$ cat config.mk
export PLATFORM = sky130hd
export DESIGN_NAME = shrot_unit
export DESIGN_NICKNAME = d
export VERILOG_FILES = /design/src/rtl/shrot_pkg.sv /design/src/rtl/shrot_lane.sv /design/src/rtl/shrot_flags.sv /design/src/rtl/shrot_unit.sv
export SDC_FILE = /design/constraint.sdc
export NUM_CORES = 1
export LEC_CHECK = 0
export BUFFER_PORTS_ARGS = -buffer_cell sky130_fd_sc_hd__buf_2
export CORE_MARGIN = 1
export CORE_UTILIZATION = 60
export DETAILED_ROUTE_END_ITERATION = 10
export PLACE_DENSITY_LB_ADDON = 0.2
export RECOVER_POWER = 50
export SETUP_SLACK_MARGIN = 0.05
export SLEW_MARGIN = 30
export SYNTH_ARGS = -nofsm -noshare
export SYNTH_HDL_FRONTEND = slang
export SYNTH_HIERARCHICAL = 1
export SYNTH_SLANG_ARGS = --single-unit
export TNS_END_PERCENT = 10
$ cat constraint.sdc
create_clock -name clk -period 1.35 [get_ports clk]
set_input_delay 0.0675 -clock clk [delete_from_list [all_inputs] [get_ports clk]]
set_output_delay 0.0675 -clock clk [all_outputs]
set_load 0.01 [all_outputs]
$ cat src/rtl/shrot_pkg.sv
package shrot_pkg;

   typedef enum logic [3:0] {
      OP_SHL  = 4'd0,
      OP_SHR  = 4'd1,
      OP_SAL  = 4'd2,
      OP_SAR  = 4'd3,
      OP_ROL  = 4'd4,
      OP_ROR  = 4'd5,
      OP_RCL  = 4'd6,
      OP_RCR  = 4'd7,
      OP_NOT  = 4'd8
   } shrot_op_e;

   typedef enum logic [1:0] {
      SZ_BYTE = 2'd0,
      SZ_WORD = 2'd1,
      SZ_LONG = 2'd2,
      SZ_ALT  = 2'd3
   } shrot_size_e;

   localparam int NUM_LANES = 3;

endpackage

$ cat src/rtl/shrot_lane.sv
module shrot_lane
   import shrot_pkg::*;
#(
   parameter int LW = 8
) (
   input  logic [3:0]    op_i,
   input  logic [LW-1:0] a_i,
   input  logic          c_i,
   output logic [LW-1:0] r_o,
   output logic          c_o
);

   localparam int HB = LW - 1;

   generate
      if (LW < 2) begin : g_bad_lane
         $error("shrot_lane: LW must be at least 2");
      end
   endgenerate

   logic hi_bit;
   logic lo_bit;

   assign hi_bit = a_i[HB];
   assign lo_bit = a_i[0];

   always_comb begin
      r_o = a_i;
      c_o = c_i;
      case (shrot_op_e'(op_i))
         OP_SHL, OP_SAL: begin
            r_o = {a_i[HB-1:0], 1'b0};
            c_o = hi_bit;
         end
         OP_SHR: begin
            r_o = {1'b0, a_i[HB:1]};
            c_o = lo_bit;
         end
         OP_SAR: begin
            r_o = {hi_bit, a_i[HB:1]};
            c_o = lo_bit;
         end
         OP_ROL: begin
            r_o = {a_i[HB-1:0], hi_bit};
            c_o = hi_bit;
         end
         OP_ROR: begin
            r_o = {lo_bit, a_i[HB:1]};
            c_o = lo_bit;
         end
         OP_RCL: begin
            r_o = {a_i[HB-1:0], c_i};
            c_o = hi_bit;
         end
         OP_RCR: begin
            r_o = {c_i, a_i[HB:1]};
            c_o = lo_bit;
         end
         OP_NOT: begin
            r_o = ~a_i;
            c_o = c_i;
         end
         default: begin
            r_o = a_i;
            c_o = c_i;
         end
      endcase
   end

endmodule

$ cat src/rtl/shrot_flags.sv
module shrot_flags
   import shrot_pkg::*;
#(
   parameter int DATA_W = 32
) (
   input  logic [1:0]        size_i,
   input  logic [DATA_W-1:0] value_i,
   output logic              n_o,
   output logic              z_o
);

   localparam int BW = DATA_W / 4;
   localparam int WW = DATA_W / 2;
   localparam logic [DATA_W-1:0] MASK_B = DATA_W'({BW{1'b1}});
   localparam logic [DATA_W-1:0] MASK_W = DATA_W'({WW{1'b1}});
   localparam logic [DATA_W-1:0] MASK_L = {DATA_W{1'b1}};

   logic [DATA_W-1:0] width_mask;

   always_comb begin
      case (shrot_size_e'(size_i))
         SZ_BYTE: begin
            width_mask = MASK_B;
            n_o        = value_i[BW-1];
         end
         SZ_WORD: begin
            width_mask = MASK_W;
            n_o        = value_i[WW-1];
         end
         default: begin
            width_mask = MASK_L;
            n_o        = value_i[DATA_W-1];
         end
      endcase
      z_o = ((value_i & width_mask) == '0);
   end

endmodule

$ cat src/rtl/shrot_unit.sv
module shrot_unit
   import shrot_pkg::*;
#(
   parameter int DATA_W = 32
) (
   input  logic              clk,
   input  logic              rst_n,
   input  logic              in_valid,
   input  logic [3:0]        op,
   input  logic [1:0]        size_sel,
   input  logic [DATA_W-1:0] operand,
   input  logic              carry_in,
   output logic              out_valid,
   output logic [DATA_W-1:0] result,
   output logic              flag_n,
   output logic              flag_z,
   output logic              flag_v,
   output logic              flag_c
);

   localparam int BW = DATA_W / 4;

   generate
      if (DATA_W < 8 || (DATA_W % 4) != 0) begin : g_bad_width
         $error("shrot_unit: DATA_W must be a multiple of 4 and at least 8");
      end
   endgenerate

   logic [DATA_W-1:0] lane_res [NUM_LANES];
   logic              lane_c   [NUM_LANES];

   generate
      for (genvar g = 0; g < NUM_LANES; g++) begin : g_lane
         localparam int LW = DATA_W >> (NUM_LANES - 1 - g);
         logic [LW-1:0] lw_res;
         logic          lw_c;

         shrot_lane #(.LW(LW)) i_lane (
            .op_i (op),
            .a_i  (operand[LW-1:0]),
            .c_i  (carry_in),
            .r_o  (lw_res),
            .c_o  (lw_c)
         );

         assign lane_res[g] = DATA_W'(lw_res);
         assign lane_c[g]   = lw_c;
      end
   endgenerate

   logic [DATA_W-1:0] sel_res;
   logic              sel_c;
   logic              nxt_n;
   logic              nxt_z;

   always_comb begin
      case (shrot_size_e'(size_sel))
         SZ_BYTE: begin
            sel_res = lane_res[0];
            sel_c   = lane_c[0];
         end
         SZ_WORD: begin
            sel_res = lane_res[1];
            sel_c   = lane_c[1];
         end
         default: begin
            sel_res = lane_res[2];
            sel_c   = lane_c[2];
         end
      endcase
   end

   shrot_flags #(.DATA_W(DATA_W)) i_flags (
      .size_i  (size_sel),
      .value_i (sel_res),
      .n_o     (nxt_n),
      .z_o     (nxt_z)
   );

   always_ff @(posedge clk or negedge rst_n) begin
      if (!rst_n) begin
         out_valid <= 1'b0;
         result    <= '0;
         flag_n    <= 1'b0;
         flag_z    <= 1'b0;
         flag_c    <= 1'b0;
      end else begin
         out_valid <= in_valid;
         if (in_valid) begin
            result <= sel_res;
            flag_n <= nxt_n;
            flag_z <= nxt_z;
            flag_c <= sel_c;
         end
      end
   end

   assign flag_v = 1'b0;

   assert_valid_follows_R12: assert property (@(posedge clk) disable iff (!rst_n)
      in_valid |=> out_valid);

   assert_idle_clears_R12: assert property (@(posedge clk) disable iff (!rst_n)
      !in_valid |=> !out_valid);

   assert_idle_holds_R12: assert property (@(posedge clk) disable iff (!rst_n)
      !in_valid |=> ($stable(result) && $stable(flag_c) && $stable(flag_n) && $stable(flag_z)));

   assert_not_keeps_carry_R8: assert property (@(posedge clk) disable iff (!rst_n)
      (in_valid && op == OP_NOT) |=> (flag_c == $past(carry_in)));

   assert_byte_upper_zero_R10: assert property (@(posedge clk) disable iff (!rst_n)
      (in_valid && size_sel == SZ_BYTE) |=> (result[DATA_W-1:BW] == '0));

   assert_sar_sign_R5: assert property (@(posedge clk) disable iff (!rst_n)
      (in_valid && op == OP_SAR && size_sel == SZ_BYTE) |=> (flag_n == $past(operand[BW-1])));

   assert_rcl_carry_in_R7: assert property (@(posedge clk) disable iff (!rst_n)
      (in_valid && op == OP_RCL) |=> (result[0] == $past(carry_in)));

endmodule

==> out/qor.csv, run 1 <==
metric;value;unit
status;stopped before the end;
Failed at;5_1_grt;
First Err;[ERROR GRT-0232] Routing congestion too high. Check the congestion heatmap in the GUI.;
Inst Count DP;702;
CTS Buffer Depth;2;
Main synth FF type;dfrtp_1;
FF+latch count, synth;36;
placed inst area;5180;um2
DP HPWL;8230;um
Die W;83.4;um
top-area cell type share of the netlist area;0.226;
Worst EP kind;sequential cell input;
Num CTS Buffers;5;
clock sink total;36;
Seq/Total Area, Yosys;0.226;
site row count;29;
Initial Util;0.623;
Vert. Die Dim;83.4;um
Commonest cells post-synth;59 x nand2_1, 57 x mux2i_1, 42 x o21ai_0;
Syn Area/Cell;8.32;um2
IO Pins;79;
Port-buffer cells;77;
Synth cell types;43;
number of synthesized flops with an enable pin;0;
grt ovf;5;
Post-synth ARST share;1.00;
largest cells by area after synthesis;dfrtp_1 23%, mux2i_1 14%, xor2_1 7.5%;
cell taking the most area after synthesis;dfrtp_1;
root buf cell;clkbuf_8;
Total GRT Usage;0.734;
htree depth;2;
syn_nets;520;
maximum number of pins on one net before global-route repair;55;
YS warnings;6;
synthesized cell area;3980;um2
Syn Inst Count;478;
Crit. endpoint post-GRT repair;flag_z$_DFFE_PN0P_/D;
most numerous cell in the Yosys netlist;nand2_1;
Placer Congestion;0.865;
==> kinds of logic after synthesis <==
| logic type | synth area share |
|---|---|
| mux | 0.203 |
| compound gates | 0.158 |
| buf+inv | 0.0767 |
| other cells | 0.000942 |
| simple gates | 0.218 |
| flops | 0.226 |
| xor+xnor | 0.117 |
==> repair_timing <==
item | 4_1_cts
buffers inserted | 28
endpoints found under the hold margin | 36
resized for setup | 73
hold buffers | 1
endpoints found under the setup margin | 20
gates cloned | 1
pin swaps | 28
==> stage by stage <==
stage                     worst slack (ns)  utilization  hold slack [ns]
after floorplan                     -0.510            -           -0.228
after global placement              -0.757        0.811            0.130
after detailed placement            -0.923        0.811            0.148
after CTS                           -0.557        0.906            0.150
==> per-layer routing <==
metal | track usage | GRT overflow
met2 | 0.917 | 3
met3 | 0.535 | 0
met5 | 0.0152 | 0
met1 | 0.744 | 0
met4 | 0.781 | 2
==> run 2: changes to the inputs <==
- CORE_UTILIZATION: 60 -> 40
- PLACE_DENSITY_LB_ADDON: 0.2 -> 0.15
- SETUP_SLACK_MARGIN: 0.05 -> default
==> run 2 against run 1 <==
  * The flow now finishes, with violations (setup timing)
  * Synthesized cell count did not move
  * Area after synthesis did not move
==> out/qor.csv, run 2 <==
metric;value;unit
status;finished, violations left;
violated checks;setup timing;
crit path kind;in2reg;
IO Pins;79;
Placer Congestion;0.867;
CP startpoint kind;input pin;
leakage power;0.00279;uW
maximum number of pins on one net before global-route repair;55;
most common cell after layout, fill and taps aside;buf_4;
post-synthesis compound-gate area fraction;0.158;
Port-buffer cells;77;
Worst Setup End Kind;flip-flop;
htree depth;2;
CP max stage delay;0.27;ns
die area;10400;um2
CTS Buffer Depth;2;
core area;9680;um2
Top Usage Layer GRT;met2;
number of synthesized flops with an enable pin;0;
Main synth FF type;dfrtp_1;
clock sink total;36;
root buf cell;clkbuf_8;
Num CTS Buffers;5;
final hold vios;0;
Vias/cell;5.07;
Post-synth ARST share;1.00;
setup ws final;-0.581;ns
commonest non-fill, non-tap cells in the layout;94 x buf_4, 74 x buf_2, 53 x nand2_1, 53 x mux2i_1, 36 x dfrtp_1;
Vert. Die Dim;102;um
grt met2 use;0.400;
post-synthesis simple-gate area fraction;0.218;
Slew Viols, Final;0;
layout cell share with drive strength beyond 1;0.429;
multiplexer area fraction after synthesis;0.203;
FF+latch count, synth;36;
syn_nets;520;
Slew headroom;0.388;
Initial Util;0.411;
Final Skew;0;ns
Commonest cells post-synth;59 x nand2_1, 57 x mux2i_1, 42 x o21ai_0;
filler instances;894;
drt pass-1 iters;4;
Routed WL;11600;um
Total GRT Usage;0.228;
VDD IR-drop max;0.000419;V
grt ovf;0;
max reg flops;32;
Worst Path Required;1.59;ns
largest family of logic cells by synthesized area;simple AND/OR/NAND/NOR gates;
grt met3 use;0.0262;
Hold Crit Class;in2reg;
vias in the first global route;3773;
Wirelength per Cell;14.8;um
Post-Layout Cell Count;784;
min cycle time layout;1.93;ns
power density cells;690;nW/um2
Worst-path clk slew;0.08;ns
largest cells by area after synthesis;dfrtp_1 23%, mux2i_1 14%, xor2_1 7.5%;
count of final setup violators;12;
CTS tree;done;
Worst Max-Slew Pin Slew;0.918;ns
crit path max fanout;16;
number of remaining DRC errors;0;
cell taking the most area after synthesis;dfrtp_1;
GR Layer Usage met1;0.302;
Synth Area in Adders;0;
Top reg by flops;result;
top-area cell type share of the netlist area;0.226;
Syn Inst Count;478;
initial antenna violation count;0;
Layout Nets;692;
Inst Count DP;761;
global-route wire length before repair;18500;um
Seq/Total Area, Yosys;0.226;
xor/xnor share of the synthesized area;0.117;
most numerous cell in the Yosys netlist;nand2_1;
RSZ-0062 raised after global routing;yes;
Vias;3971;
Die W;102;um
CP max stage cell;o32ai_2;
Max Cap Violations;0;
Max Freq;518;MHz
# diodes;0;
DP HPWL;8550;um
Setup WS pre-CTS;-1.08;ns
site row count;36;
Worst Path Arrival;2.17;ns
crit path cell chain;buf_6 -> buf_8 -> buf_4 -> nor2b_1 -> a211oi_1 -> a21oi_1 -> mux2i_1 -> mux2i_2 -> nor4_4 -> nand2_1 -> o32ai_2 -> mux2_4;
Synth cell types;43;
Tcrit/Tclk final;1.43;
Syn Area/Cell;8.32;um2
Routed Antenna Nets;0;
Layout area overhead;46.5;%
clock latency on the worst-skew pair;0.30;ns
Iteration-0 DRC Markers;191;
YS warnings;6;
synthesized cell area;3980;um2
[run 2: cell type report]
class	count	area (um2)	area share
Clock buffer	5	68.8	0.0118
Clock inverter	3	18.8	0.00322
Inverter	10	37.5	0.00644
Multi-Input combinational cell	391	3000	0.514
Sequential cell	36	901	0.155
Tap cell	133	166	0.0285
Timing Repair Buffer	206	1640	0.281
[run 2: cell families (layout without fill, tap and decap cells)]
kind of cell / after synthesis / after routing
simple gates: 154 / 154
mux: 78 / 78
other cells: 1 / 1
flops: 36 / 36
xor+xnor: 53 / 53
buf+inv: 51 / 224
compound gates: 105 / 105
[run 2: worst paths after layout]
path / startpoint / end / slack, ns / depth (start not counted)
max: op[0] / flag_z / -0.58 / 12
max reg2reg: flag_z / flag_z / 0.53 / 1
min: in_valid / out_valid / 0.15 / 2
min in group asynchronous: rst_n / flag_c / 0.50 / 3
max in group asynchronous: rst_n / flag_z / 0.28 / 3
min reg2reg: result[24] / result[24] / 0.51 / 1
[run 2: per-stage QoR]
stage / hold slack [ns] / utilization / cell area, um2 / power (uW) / TNS, ns
3_5_place_dp: 0.0482 / 0.547 / 5300 / 3000 / -14.55
3_3_place_gp: 0.0450 / 0.547 / 5300 / 2970 / -13.82
2_1_floorplan: -0.228 / - / 3980 / 2190 / -0.814
4_1_cts: 0.138 / 0.588 / 5690 / 3980 / -1.98
6_report: 0.146 / 0.602 / 5830 / 4020 / -1.68
5_1_grt: 0.152 / 0.602 / 5830 / 4290 / -2.85
[run 2: repair_timing]
item	CTS	global route
cloned	0	0
endpoints found under the hold margin	36	0
hold buffers	1	0
setup endpoints to repair	24	23
pin swaps	19	16
resized for setup	55	42
buffers inserted	15	5
[run 2: power breakdown]
group	internal (uW)	switching [uW]	leakage, uW
Clock	361	459	0.0000479
Combinational	1000	943	0.00229
Sequential	1200	57.5	0.000451
[run 2: per-layer routing]
metal	vias up	wire length [um]
met1	1863	5400
li1	2026	-
met4	0	83
met5	-	0
met3	7	343
met2	75	5790
[run 2: critical path, delay by kind of cell]
family	cells	cell delay [ns]
muxes	3	0.54
and+or+nand+nor	3	0.44
AOI/OAI and AO/OA	3	0.57
buffers and inverters	3	0.54
Note: power is estimated with default switching activity, not from simulation.
